[src/rtl/db_pkg.sv]
package db_pkg;
  localparam int OPND_W    = 32;
  localparam int TYPE_HI   = 31;
  localparam int TYPE_LO   = 27;
  localparam int TYPE_W    = TYPE_HI - TYPE_LO + 1;
  localparam int BCAST_POS = 26;
  localparam int TAG_W     = 14;

  localparam logic [TYPE_W-1:0] KIND_NORM = 5'd0;
  localparam logic [TYPE_W-1:0] KIND_CRIT = 5'd1;

  typedef struct packed {
    logic ok;    // type code is one of the two doorbell kinds
    logic crit;  // critical kind when ok
  } db_kind_t;

  function automatic db_kind_t db_kind(input logic [TYPE_W-1:0] code);
    db_kind_t k;
    k.ok   = 1'b0;
    k.crit = 1'b0;
    if (code == KIND_NORM) begin
      k.ok = 1'b1;
    end else if (code == KIND_CRIT) begin
      k.ok   = 1'b1;
      k.crit = 1'b1;
    end
    return k;
  endfunction

  function automatic logic db_reaches(input logic bcast,
                                      input logic [TAG_W-1:0] tag,
                                      input logic [TAG_W-1:0] pir);
    return bcast || (tag == pir);
  endfunction
endpackage

[src/rtl/db_opnd_decode.sv]
module db_opnd_decode
  import db_pkg::*;
(
  input  logic              req_i,
  input  logic [OPND_W-1:0] opnd_i,
  output logic              ok_o,
  output logic              crit_o,
  output logic              bcast_o,
  output logic [TAG_W-1:0]  tag_o
);
  db_kind_t kind;
  logic     unused_bits;

  assign kind        = db_kind(opnd_i[TYPE_HI:TYPE_LO]);
  assign ok_o        = req_i && kind.ok;
  assign crit_o      = kind.crit;
  assign bcast_o     = opnd_i[BCAST_POS];
  assign tag_o       = opnd_i[TAG_W-1:0];
  assign unused_bits = ^opnd_i[BCAST_POS-1:TAG_W];
endmodule

[src/rtl/db_core_slot.sv]
module db_core_slot
  import db_pkg::*;
(
  input  logic             clk,
  input  logic             rst_n,
  input  logic [TAG_W-1:0] pir_i,
  input  logic             snd_ok_i,
  input  logic             snd_crit_i,
  input  logic             snd_bcast_i,
  input  logic [TAG_W-1:0] snd_tag_i,
  input  logic             clr_ok_i,
  input  logic             clr_crit_i,
  output logic             pend_db_o,
  output logic             pend_crit_o,
  output logic             irq_o
);
  // named events of this core, brought out for the checks below
  logic hit;
  logic set_db, set_crit;
  logic drop_db, drop_crit;
  logic pend_db_q, pend_crit_q, irq_q;

  assign hit       = snd_ok_i && db_reaches(snd_bcast_i, snd_tag_i, pir_i);
  assign set_db    = hit && !snd_crit_i;
  assign set_crit  = hit &&  snd_crit_i;
  assign drop_db   = clr_ok_i && !clr_crit_i;
  assign drop_crit = clr_ok_i &&  clr_crit_i;

  always_ff @(posedge clk) begin
    if (!rst_n) begin
      pend_db_q   <= 1'b0;
      pend_crit_q <= 1'b0;
      irq_q       <= 1'b0;
    end else begin
      // a set in the same cycle overrides a clear
      pend_db_q   <= set_db   | (pend_db_q   & ~drop_db);
      pend_crit_q <= set_crit | (pend_crit_q & ~drop_crit);
      irq_q       <= hit;
    end
  end

  assign pend_db_o   = pend_db_q;
  assign pend_crit_o = pend_crit_q;
  assign irq_o       = irq_q;

  p_set_db_r2: assert property (@(posedge clk) disable iff (!rst_n)
    set_db |=> pend_db_o);
  p_set_crit_r3: assert property (@(posedge clk) disable iff (!rst_n)
    set_crit |=> pend_crit_o);
  p_drop_db_r7: assert property (@(posedge clk) disable iff (!rst_n)
    (drop_db && !set_db) |=> !pend_db_o);
  p_drop_crit_r7: assert property (@(posedge clk) disable iff (!rst_n)
    (drop_crit && !set_crit) |=> !pend_crit_o);
  p_win_r8: assert property (@(posedge clk) disable iff (!rst_n)
    (set_db && drop_db) |=> pend_db_o);
  p_hold_r10: assert property (@(posedge clk) disable iff (!rst_n)
    (!set_db && !drop_db && !set_crit && !drop_crit) |=> ($stable(pend_db_o) && $stable(pend_crit_o)));
  p_strobe_r9: assert property (@(posedge clk) disable iff (!rst_n)
    hit |=> irq_o);
  p_strobe_end_r9: assert property (@(posedge clk) disable iff (!rst_n)
    !hit |=> !irq_o);
endmodule

[src/rtl/db_msg_unit.sv]
module db_msg_unit
  import db_pkg::*;
#(
  parameter  int N_CORES = 4,
  localparam int CIDX_W  = (N_CORES > 1) ? $clog2(N_CORES) : 1
) (
  input  logic                     clk,
  input  logic                     rst_n,
  input  logic                     snd_req,
  input  logic [OPND_W-1:0]        snd_opnd,
  input  logic                     clr_req,
  input  logic [CIDX_W-1:0]        clr_core,
  input  logic [OPND_W-1:0]        clr_opnd,
  input  logic [N_CORES*TAG_W-1:0] core_pir,
  output logic [N_CORES-1:0]       pend_db,
  output logic [N_CORES-1:0]       pend_crit,
  output logic [N_CORES-1:0]       irq_req
);
  logic             snd_ok, snd_crit, snd_bcast;
  logic [TAG_W-1:0] snd_tag;
  logic             clr_ok, clr_crit, unused_clr_bcast;
  logic [TAG_W-1:0] unused_clr_tag;

  db_opnd_decode u_snd_dec (
    .req_i  (snd_req),
    .opnd_i (snd_opnd),
    .ok_o   (snd_ok),
    .crit_o (snd_crit),
    .bcast_o(snd_bcast),
    .tag_o  (snd_tag)
  );

  // the clear acts on the issuing core only: tag and broadcast unused
  db_opnd_decode u_clr_dec (
    .req_i  (clr_req),
    .opnd_i (clr_opnd),
    .ok_o   (clr_ok),
    .crit_o (clr_crit),
    .bcast_o(unused_clr_bcast),
    .tag_o  (unused_clr_tag)
  );

  for (genvar gi = 0; gi < N_CORES; gi++) begin : g_core
    logic clr_here;
    assign clr_here = clr_ok && (clr_core == CIDX_W'(gi));

    db_core_slot u_slot (
      .clk        (clk),
      .rst_n      (rst_n),
      .pir_i      (core_pir[gi*TAG_W +: TAG_W]),
      .snd_ok_i   (snd_ok),
      .snd_crit_i (snd_crit),
      .snd_bcast_i(snd_bcast),
      .snd_tag_i  (snd_tag),
      .clr_ok_i   (clr_here),
      .clr_crit_i (clr_crit),
      .pend_db_o  (pend_db[gi]),
      .pend_crit_o(pend_crit[gi]),
      .irq_o      (irq_req[gi])
    );
  end

  p_bad_send_quiet_r4: assert property (@(posedge clk) disable iff (!rst_n)
    (snd_req && !snd_ok) |=> (irq_req == '0));
  p_bad_clear_keep_r4: assert property (@(posedge clk) disable iff (!rst_n)
    (clr_req && !clr_ok && !snd_ok) |=> ($stable(pend_db) && $stable(pend_crit)));
  p_bcast_all_r5: assert property (@(posedge clk) disable iff (!rst_n)
    (snd_ok && snd_bcast) |=> (&irq_req));
  p_strobe_needs_send_r9: assert property (@(posedge clk) disable iff (!rst_n)
    !snd_ok |=> (irq_req == '0));
  p_reset_clean_r1: assert property (@(posedge clk)
    !rst_n |=> (pend_db == '0 && pend_crit == '0 && irq_req == '0));
endmodule

[config.mk]
export PLATFORM = sky130hd
export DESIGN_NAME = db_msg_unit
export DESIGN_NICKNAME = d
export VERILOG_FILES = /design/src/rtl/db_pkg.sv /design/src/rtl/db_opnd_decode.sv /design/src/rtl/db_core_slot.sv /design/src/rtl/db_msg_unit.sv
export SDC_FILE = /design/constraint.sdc
export NUM_CORES = 1
export LEC_CHECK = 0
export ABC_AREA = 1
export BUFFER_PORTS_ARGS = -buffer_cell sky130_fd_sc_hd__buf_2
export CORE_MARGIN = 5
export CORE_UTILIZATION = 38
export DETAILED_ROUTE_END_ITERATION = 8
export GPL_TIMING_DRIVEN = 0
export PLACE_DENSITY = 0.78
export SLEW_MARGIN = 20
export SYNTH_ARGS = -nofsm -noshare
export SYNTH_HDL_FRONTEND = slang
export SYNTH_HIERARCHICAL = 1
export SYNTH_SLANG_ARGS = --single-unit
[constraint.sdc]
create_clock -name clk -period 1.08 [get_ports clk]
set_input_delay 0.27 -clock clk [delete_from_list [all_inputs] [get_ports clk]]
set_output_delay 0.27 -clock clk [all_outputs]
set_load 0.01 [all_outputs]
Yosys cells after proc, flatten, opt, wreduce, memory -nomap -nowiden. Index checks and enable logic that the tools add are counted.

Register bits after elaboration: 12. Input bits: 126. Output and inout port bits: 12. Logic and storage cells: 86.

Equal/unequal tests: 9. Multiplexer cells: 6. Bitwise logic cells: 24. Reduce and logical (&&, ||, !) cells: 35.

Operator list (number): 14-bit == test (4); 1-bit logical AND (26); 5-bit by 1-bit == test with 1-bit output, second input constant (2); 5-bit zero test (2); 1-bit bitwise AND (8); 1-bit inverter (8); 1-bit bitwise OR (8); 2-bit == test, second input constant (2); 1-bit logical OR (4); 1-bit 2-to-1 mux (4); 2-bit 2-to-1 mux (2); 2-bit by 1-bit == test with 1-bit output, second input constant (1); 1-bit zero test (2); 2-bit zero test (1).

Longest topological paths before layout. Gate-level depths: netlist (run 1).

Depth after elaboration: 9. Mapped depth: 11. Depth with buffers taken out: 10.

Hierarchy. The synthesis (run 1) kept the hierarchy.

Modules (own cells, without submodules): db_core_slot (times used 4, cells an instance 90, area each 407.9 um^2, sequential area each 60.1 um^2); db_opnd_decode (times used 2, cells an instance 23, area each 145.1 um^2, sequential area each 0.0 um^2); db_msg_unit (times used 1, cells an instance 8, area each 30.0 um^2, sequential area each 0.0 um^2).

Worst setup path after synthesis (run 1). No wires, ideal clock.

Kind: input-to-reg. Start: input port clr_opnd[31]. End: register g_core[2].u_slot.pend_db_q. Library setup time: 0.117 ns. Arrival time: 0.943 ns. Required time: 0.963 ns. Path slack: 0.020 ns. Stages: 8. Buffers on the path: 0. Cells stage by stage: nor2_2 > nand2_1 > nor2_1 > nand2_1 > nor2_1 > inv_1 > o211ai_1 > nand2_1.

Cells in the longest elaborated chain, start to end: 9. Elaborated cells on any way between the ends: 12. Classes of those cells: eq/ne: 1; mux: 3; bitwise: 3; reduce/logical: 5.

Ends and longest elaborated chain: start: declaration (line db_msg_unit.sv:13) `input logic [OPND_W-1:0] clr_opnd,`; 5-bit by 1-bit == test with 1-bit output (line db_pkg.sv:23) `end else if (code == KIND_CRIT) begin`; 2-bit 2-to-1 mux (line db_pkg.sv:23); 1-bit 2-to-1 mux * (line db_pkg.sv:21) `if (code == KIND_NORM) begin`; 1-bit logical AND * (line db_opnd_decode.sv:15) `assign ok_o = req_i && kind.ok;`; named net clr_ok (line db_msg_unit.sv:21) `logic clr_ok, clr_crit, unused_clr_bcast;`; 1-bit logical AND * (line db_msg_unit.sv:45) `assign clr_here = clr_ok && (clr_core == CIDX_W'(gi));`; named net g_core[2].clr_here (line db_msg_unit.sv:44) `logic clr_here;`; 1-bit logical AND * (line db_core_slot.sv:26) `assign drop_db = clr_ok_i && !clr_crit_i;`; 1-bit inverter * (line db_core_slot.sv:36) `pend_db_q <= set_db | (pend_db_q & ~drop_db);`; 1-bit bitwise AND * (line db_core_slot.sv:36); 1-bit bitwise OR * (line db_core_slot.sv:36); end signal: assignment (line db_core_slot.sv:36); end: declaration (line db_core_slot.sv:21) `logic pend_db_q, pend_crit_q, irq_q;`.

The timed path passes the listed nets; every way through them passes the cells marked *. A chain may end at the register's enable or synchronous reset.

Worst setup path in the final report (run 1).
Start: register g_core[3].u_slot.pend_crit_q. End: output port pend_crit[3].

RTL lines: start: declaration (line db_core_slot.sv:21); start signal: assignment (line db_core_slot.sv:37) `pend_crit_q <= set_crit | (pend_crit_q & ~drop_crit);`; end: declaration (line db_msg_unit.sv:16) `output logic [N_CORES-1:0] pend_crit,`.

No word-level cell between the ends.

==> impl_metrics.py, run 1 <==
metrics = {
    "place": {
        "dp_hpwl_um": 4270,
        "place_congestion": 0.782,
        "placed_area_um2": 2340,
        "port_buffers": 83,
    },
    "worst_setup_path": {
        "reg2reg_to": "g_core[0].u_slot/pend_db_o",
        "worstSetupPathType": "register to output port",
        "cpPeakStageDelay_ns": 0.35,
        "start_kind": "register",
        "crit_path_cell_trace": "buf_2",
        "critPathRequiredTime_ns": 0.81,
        "path_buf_inv": 1,
        "critPathTopFamily": "flip-flops",
        "crit_slowest_cell": "dfxtp_1",
        "r2r_slack_ns": 0.50,
        "arrival_ns": 0.73,
        "r2r_start": "g_core[0].u_slot/pend_db_o",
        "worstPathMaxFanout": 2,
        "end_kind": "output port",
        "worst-path-stages": 1,
        "reg2reg_depth": 2,
    },
    "global_routing": {
        "grt_pass1_vias": 2192,
        "grt_max_degree": 13,
        "grt_pass1_wl_um": 8250,
        "grt-ovfl-total": 0,
        "grt_usage": 0.157,
        "antenna_found_initial": 0,
    },
    "detailed_routing": {
        "wire_per_inst_um": 8.70,
        "vias_per_cell": 4.18,
        "drt_drc_violations_left": 0,
        "drtPass1Iterations": 4,
        "ant_nets": 0,
        "routed_wl_um": 4810,
        "drt_iter0_markers": 83,
        "num_vias": 2312,
    },
    "floorplanning": {
        "die_y_um": 79.6,
        "ioPinCount": 138,
        "core_area_um2": 4720,
        "dieArea_um2": 6330,
        "die_w_um": 79.6,
        "start_util": 0.389,
        "row_count": 25,
    },
    "hold_path": {
        "hold_depth": 3,
        "hold_start": "snd_opnd[26]",
        "holdPathEnd": "g_core[2].u_slot/irq_o",
        "holdCritPathClass": "primary input to register",
    },
    "timing": {
        "clock.fmax_mhz": 1000,
        "setup_viol": 0,
        "fin_worst_skew_ns": 0,
        "max_slew_margin": 0.758,
        "drv_slew": 0,
        "min_period_ns": 0.997,
        "tightest_slew_ns": 0.363,
        "hold_violations": 0,
        "post-route-period-util": 0.924,
        "rsz0062_at_grt": "yes",
    },
    "finish": {
        "area_growth_syn_to_layout_pct": 34.7,
        "diodes": 0,
        "drive_above_1_share": 0.263,
        "final_util": 0.525,
        "design_area_um2": 2480,
        "final_nets": 613,
    },
    "clock_network": {
        "clockBufferDepth": 2,
        "cts_sinks": 12,
        "clk_pin_slew_worst_paths_ns": 0.05,
        "holdBufCountCts": 0,
        "root_buffer": "clkbuf_8",
        "clk-insertion-delay-late_ns": 0.24,
        "post_cts_buffers": 0,
        "tritoncts": "done",
        "cts-resized-gates": 0,
        "ctsHtreeMaxLevel": 1,
        "cts_buffers": 3,
    },
    "pwr": {
        "pwr-share-comb": 0.394,
        "p_clk_frac": 0.317,
        "power_switching_mw": 0.492,
        "sequentialPowerShare": 0.289,
        "power.internal_mw": 1.05,
        "max-vdd-ir-drop_uv": 380,
        "leakage_nw": 1.75,
        "p_sw_frac": 0.318,
        "p_per_area_nw_per_um2": 624,
    },
    "run_status": {
        "status": "finished, final reports clean",
    },
    "synth": {
        "synth.yosys.warnings": 6,
        "syn-instance-count": 399,
        "netlist_area_um2": 1840,
        "syn-num-nets": 525,
        "synth.avg_cell_area_um2": 4.61,
    },
    "job": {
        "max_cap_viol_count": 0,
    },
}
==> placed cells by master, fill, tap and decap left out, drive strengths merged <==
master    n
dfxtp    12
nor2     58
a21oi     4
nand2   176
nand3    12
buf      98
inv     110
o211ai    4
xnor2     8
clkbuf    4
==> layout make-up <==
class,count,area (um^2)
sequential,12,240
multi-input combinational,262,1140
tap,67,83.8
fill,507,2250
clock buffer,4,55.1
buffer,15,128
inverter,110,413
timing repair buffer,83,422
==> power groups by stage <==
stage | clock, mW | sequential (mW) | combinational (mW)
6_report | 0.489 | 0.447 | 0.609
5_1_grt | 0.524 | 0.447 | 0.707
4_1_cts | 0.502 | 0.447 | 0.588
3_5_place_dp | 0 | 0.457 | 0.586
3_3_place_gp | 0 | 0.456 | 0.566
2_1_floorplan | 0 | 0.458 | 0.366
==> sequential cells by signal (all words and copies together), names as in the netlist <==
register / count
g_core.u_slot/pend_crit_o: 4
g_core.u_slot/irq_o: 4
g_core.u_slot/pend_db_o: 4
==> routing by layer <==
metal	vias up	global-route usage	part of all wire
met2	72	0.306	0.49
met4	0	0.0326	0.0079
met3	4	0.0372	0.088
met5	-	0	0
li1	1273	-	-
met1	963	0.170	0.41
==> stage by stage <==
stage / power [mW] / instances / hold WS, ns / setup slack [ns] / setup TNS (ns)
floorplan: 0.824 / 399 / 0.412 / 0.0203 / 0
global placement: 1.02 / 549 / 0.454 / -0.187 / -1.60
detailed placement: 1.04 / 549 / 0.457 / -0.252 / -2.04
CTS: 1.54 / 553 / 0.336 / 0.00836 / 0
global route: 1.68 / 553 / 0.359 / -0.00732 / -0.0117
finish: 1.55 / 553 / 0.342 / 0.0825 / 0
==> worst max-delay path by stage <==
stage	startpoint	end
floorplan	clr_opnd[31]	g_core[2].u_slot/pend_db_o
global placement	clr_opnd[31]	g_core[0].u_slot/pend_db_o
detailed placement	snd_opnd[31]	g_core[3].u_slot/pend_db_o
CTS	snd_opnd[31]	g_core[3].u_slot/pend_db_o
global route	clr_opnd[28]	g_core[3].u_slot/pend_db_o
finish	g_core[3].u_slot/pend_crit_o	pend_crit[3]
Power figures use the tool's default switching activity.
==> run 2, diff against run 1 <==
Settings changed: RECOVER_POWER from default to 50.
==> run 2 against run 1 <==
Non-clock buffer count unchanged. Utilization decreased by 0.13 points. Critical path depth unchanged.
==> impl_metrics.py, run 2 (synthesized netlist as in run 1, its figures left out) <==
metrics = {
    "floorplanning": {
        "die_w_um": 79.6,
        "start_util": 0.389,
        "row_count": 25,
        "dieArea_um2": 6330,
        "core_area_um2": 4720,
        "ioPinCount": 138,
        "die_y_um": 79.6,
    },
    "timing": {
        "hold_violations": 0,
        "tightest_slew_ns": 0.344,
        "fin_worst_skew_ns": 0,
        "tns_ns": 0,
        "rsz0062_at_grt": "yes",
        "post-route-period-util": 0.928,
        "setup_ws_ns": 0.0774,
        "drv_slew": 0,
        "clock.fmax_mhz": 997,
        "max_slew_margin": 0.770,
        "min_period_ns": 1.00,
        "setup_viol": 0,
    },
    "worst_setup_path": {
        "end_kind": "output port",
        "arrival_ns": 0.73,
        "worstPathMaxFanout": 2,
        "worstSetupPathType": "register to output port",
        "path_buf_inv": 1,
        "critPathRequiredTime_ns": 0.81,
        "critPathTopFamily": "flip-flops",
        "crit_path_cell_trace": "clkbuf_1",
        "start_kind": "register",
        "cpPeakStageDelay_ns": 0.33,
        "crit_slowest_cell": "dfxtp_1",
    },
    "clock_network": {
        "post_cts_buffers": 0,
        "cts_sinks": 12,
        "holdBufCountCts": 0,
        "ctsHtreeMaxLevel": 1,
        "root_buffer": "clkbuf_8",
        "clockBufferDepth": 2,
        "clk-insertion-delay-late_ns": 0.24,
        "tritoncts": "done",
        "cts_buffers": 3,
        "clk_pin_slew_worst_paths_ns": 0.05,
    },
    "finish": {
        "final_cell_mix": "nand2_1 (168), inv_1 (110), buf_2 (77)",
        "diodes": 0,
        "drive_above_1_share": 0.253,
        "area_growth_syn_to_layout_pct": 34.4,
        "design_area_um2": 2470,
        "final_nets": 613,
        "final_common_cell": "nand2_1",
        "num-fill-cells": 505,
    },
    "detailed_routing": {
        "drt_iter0_markers": 79,
        "drt_drc_violations_left": 0,
        "num_vias": 2316,
        "drtPass1Iterations": 4,
        "ant_nets": 0,
        "vias_per_cell": 4.19,
        "wire_per_inst_um": 8.69,
        "routed_wl_um": 4810,
    },
    "global_routing": {
        "grt_pass1_vias": 2192,
        "grtUsageMet2": 0.306,
        "grt_pass1_wl_um": 8250,
        "grt_max_degree": 13,
        "grt.busiest_layer": "met2",
        "grt_usage": 0.157,
        "antenna_found_initial": 0,
        "grtUsageMet3": 0.0372,
        "grtUsageMet1": 0.170,
        "grt-ovfl-total": 0,
    },
    "run_status": {
        "status": "finished, final reports clean",
    },
    "job": {
        "max_cap_viol_count": 0,
    },
    "pwr": {
        "leakage_nw": 1.72,
        "p_total_mw": 1.55,
        "max-vdd-ir-drop_uv": 381,
        "p_per_area_nw_per_um2": 625,
    },
    "hold_path": {
        "holdCritPathClass": "primary input to register",
    },
    "place": {
        "placed_area_um2": 2340,
        "dp_slack_ns": -0.252,
        "dp_hpwl_um": 4270,
        "place_congestion": 0.782,
        "port_buffers": 83,
    },
}
==> run 2: cell count changes in the layout (fill, tap and decap cells not counted) <==
cell	before	now
buf_2	82	77
clkbuf_1	0	5
==> run 2: power by group <==
part | leakage, nW | total (mW) | switching, mW | internal, mW
combinational | 1.60 | 0.608 | 0.323 | 0.285
clock | 0.0288 | 0.490 | 0.168 | 0.322
sequential | 0.0967 | 0.447 | 0.00125 | 0.446
total | 1.72 | 1.55 | 0.492 | 1.05
==> run 2: layer usage <==
metal / wire length (um) / share of wire
met1: 1980 / 0.41
met2: 2370 / 0.49
met3: 414 / 0.086
met4: 38 / 0.0079
met5: 0 / 0
==> run 2: final cells by class <==
| type | instances | area (um^2) | share of cell area |
|---|---|---|---|
| well taps | 67 | 83.8 | 0.0339 |
| multi-input cells | 262 | 1140 | 0.460 |
| inverters | 110 | 413 | 0.167 |
| flip-flops and latches | 12 | 240 | 0.0972 |
| plain buffers | 15 | 128 | 0.0516 |
| clock buffers | 4 | 55.1 | 0.0223 |
| repair buffers | 83 | 415 | 0.168 |
==> run 2: final timing paths <==
check	startpoint	end	slack [ns]	cells after the start
worst max-delay path	g_core[0].u_slot/pend_db_o	pend_db[0]	0.08	1
worst max register to register	g_core[0].u_slot/pend_db_o	g_core[0].u_slot/pend_db_o	0.50	2
worst min register to register	g_core[2].u_slot/pend_crit_o	g_core[2].u_slot/pend_crit_o	0.46	2
worst min-delay path	snd_opnd[26]	g_core[2].u_slot/irq_o	0.34	3
==> run 2: stage by stage <==
step | std cells | utilization | hold WS (ns)
final | 553 | 0.523 | 0.342
after CTS | 553 | 0.507 | 0.336
after floorplan | 399 | - | 0.412
after detailed placement | 549 | 0.495 | 0.457
after global routing | 553 | 0.523 | 0.359
after global placement | 549 | 0.495 | 0.454
==> run 2: repair_timing <==
action / in CTS / in global routing
setup endpoints to repair: 0 / 8
hold endpoints to repair: 0 / 0
gates resized for setup: 0 / 27
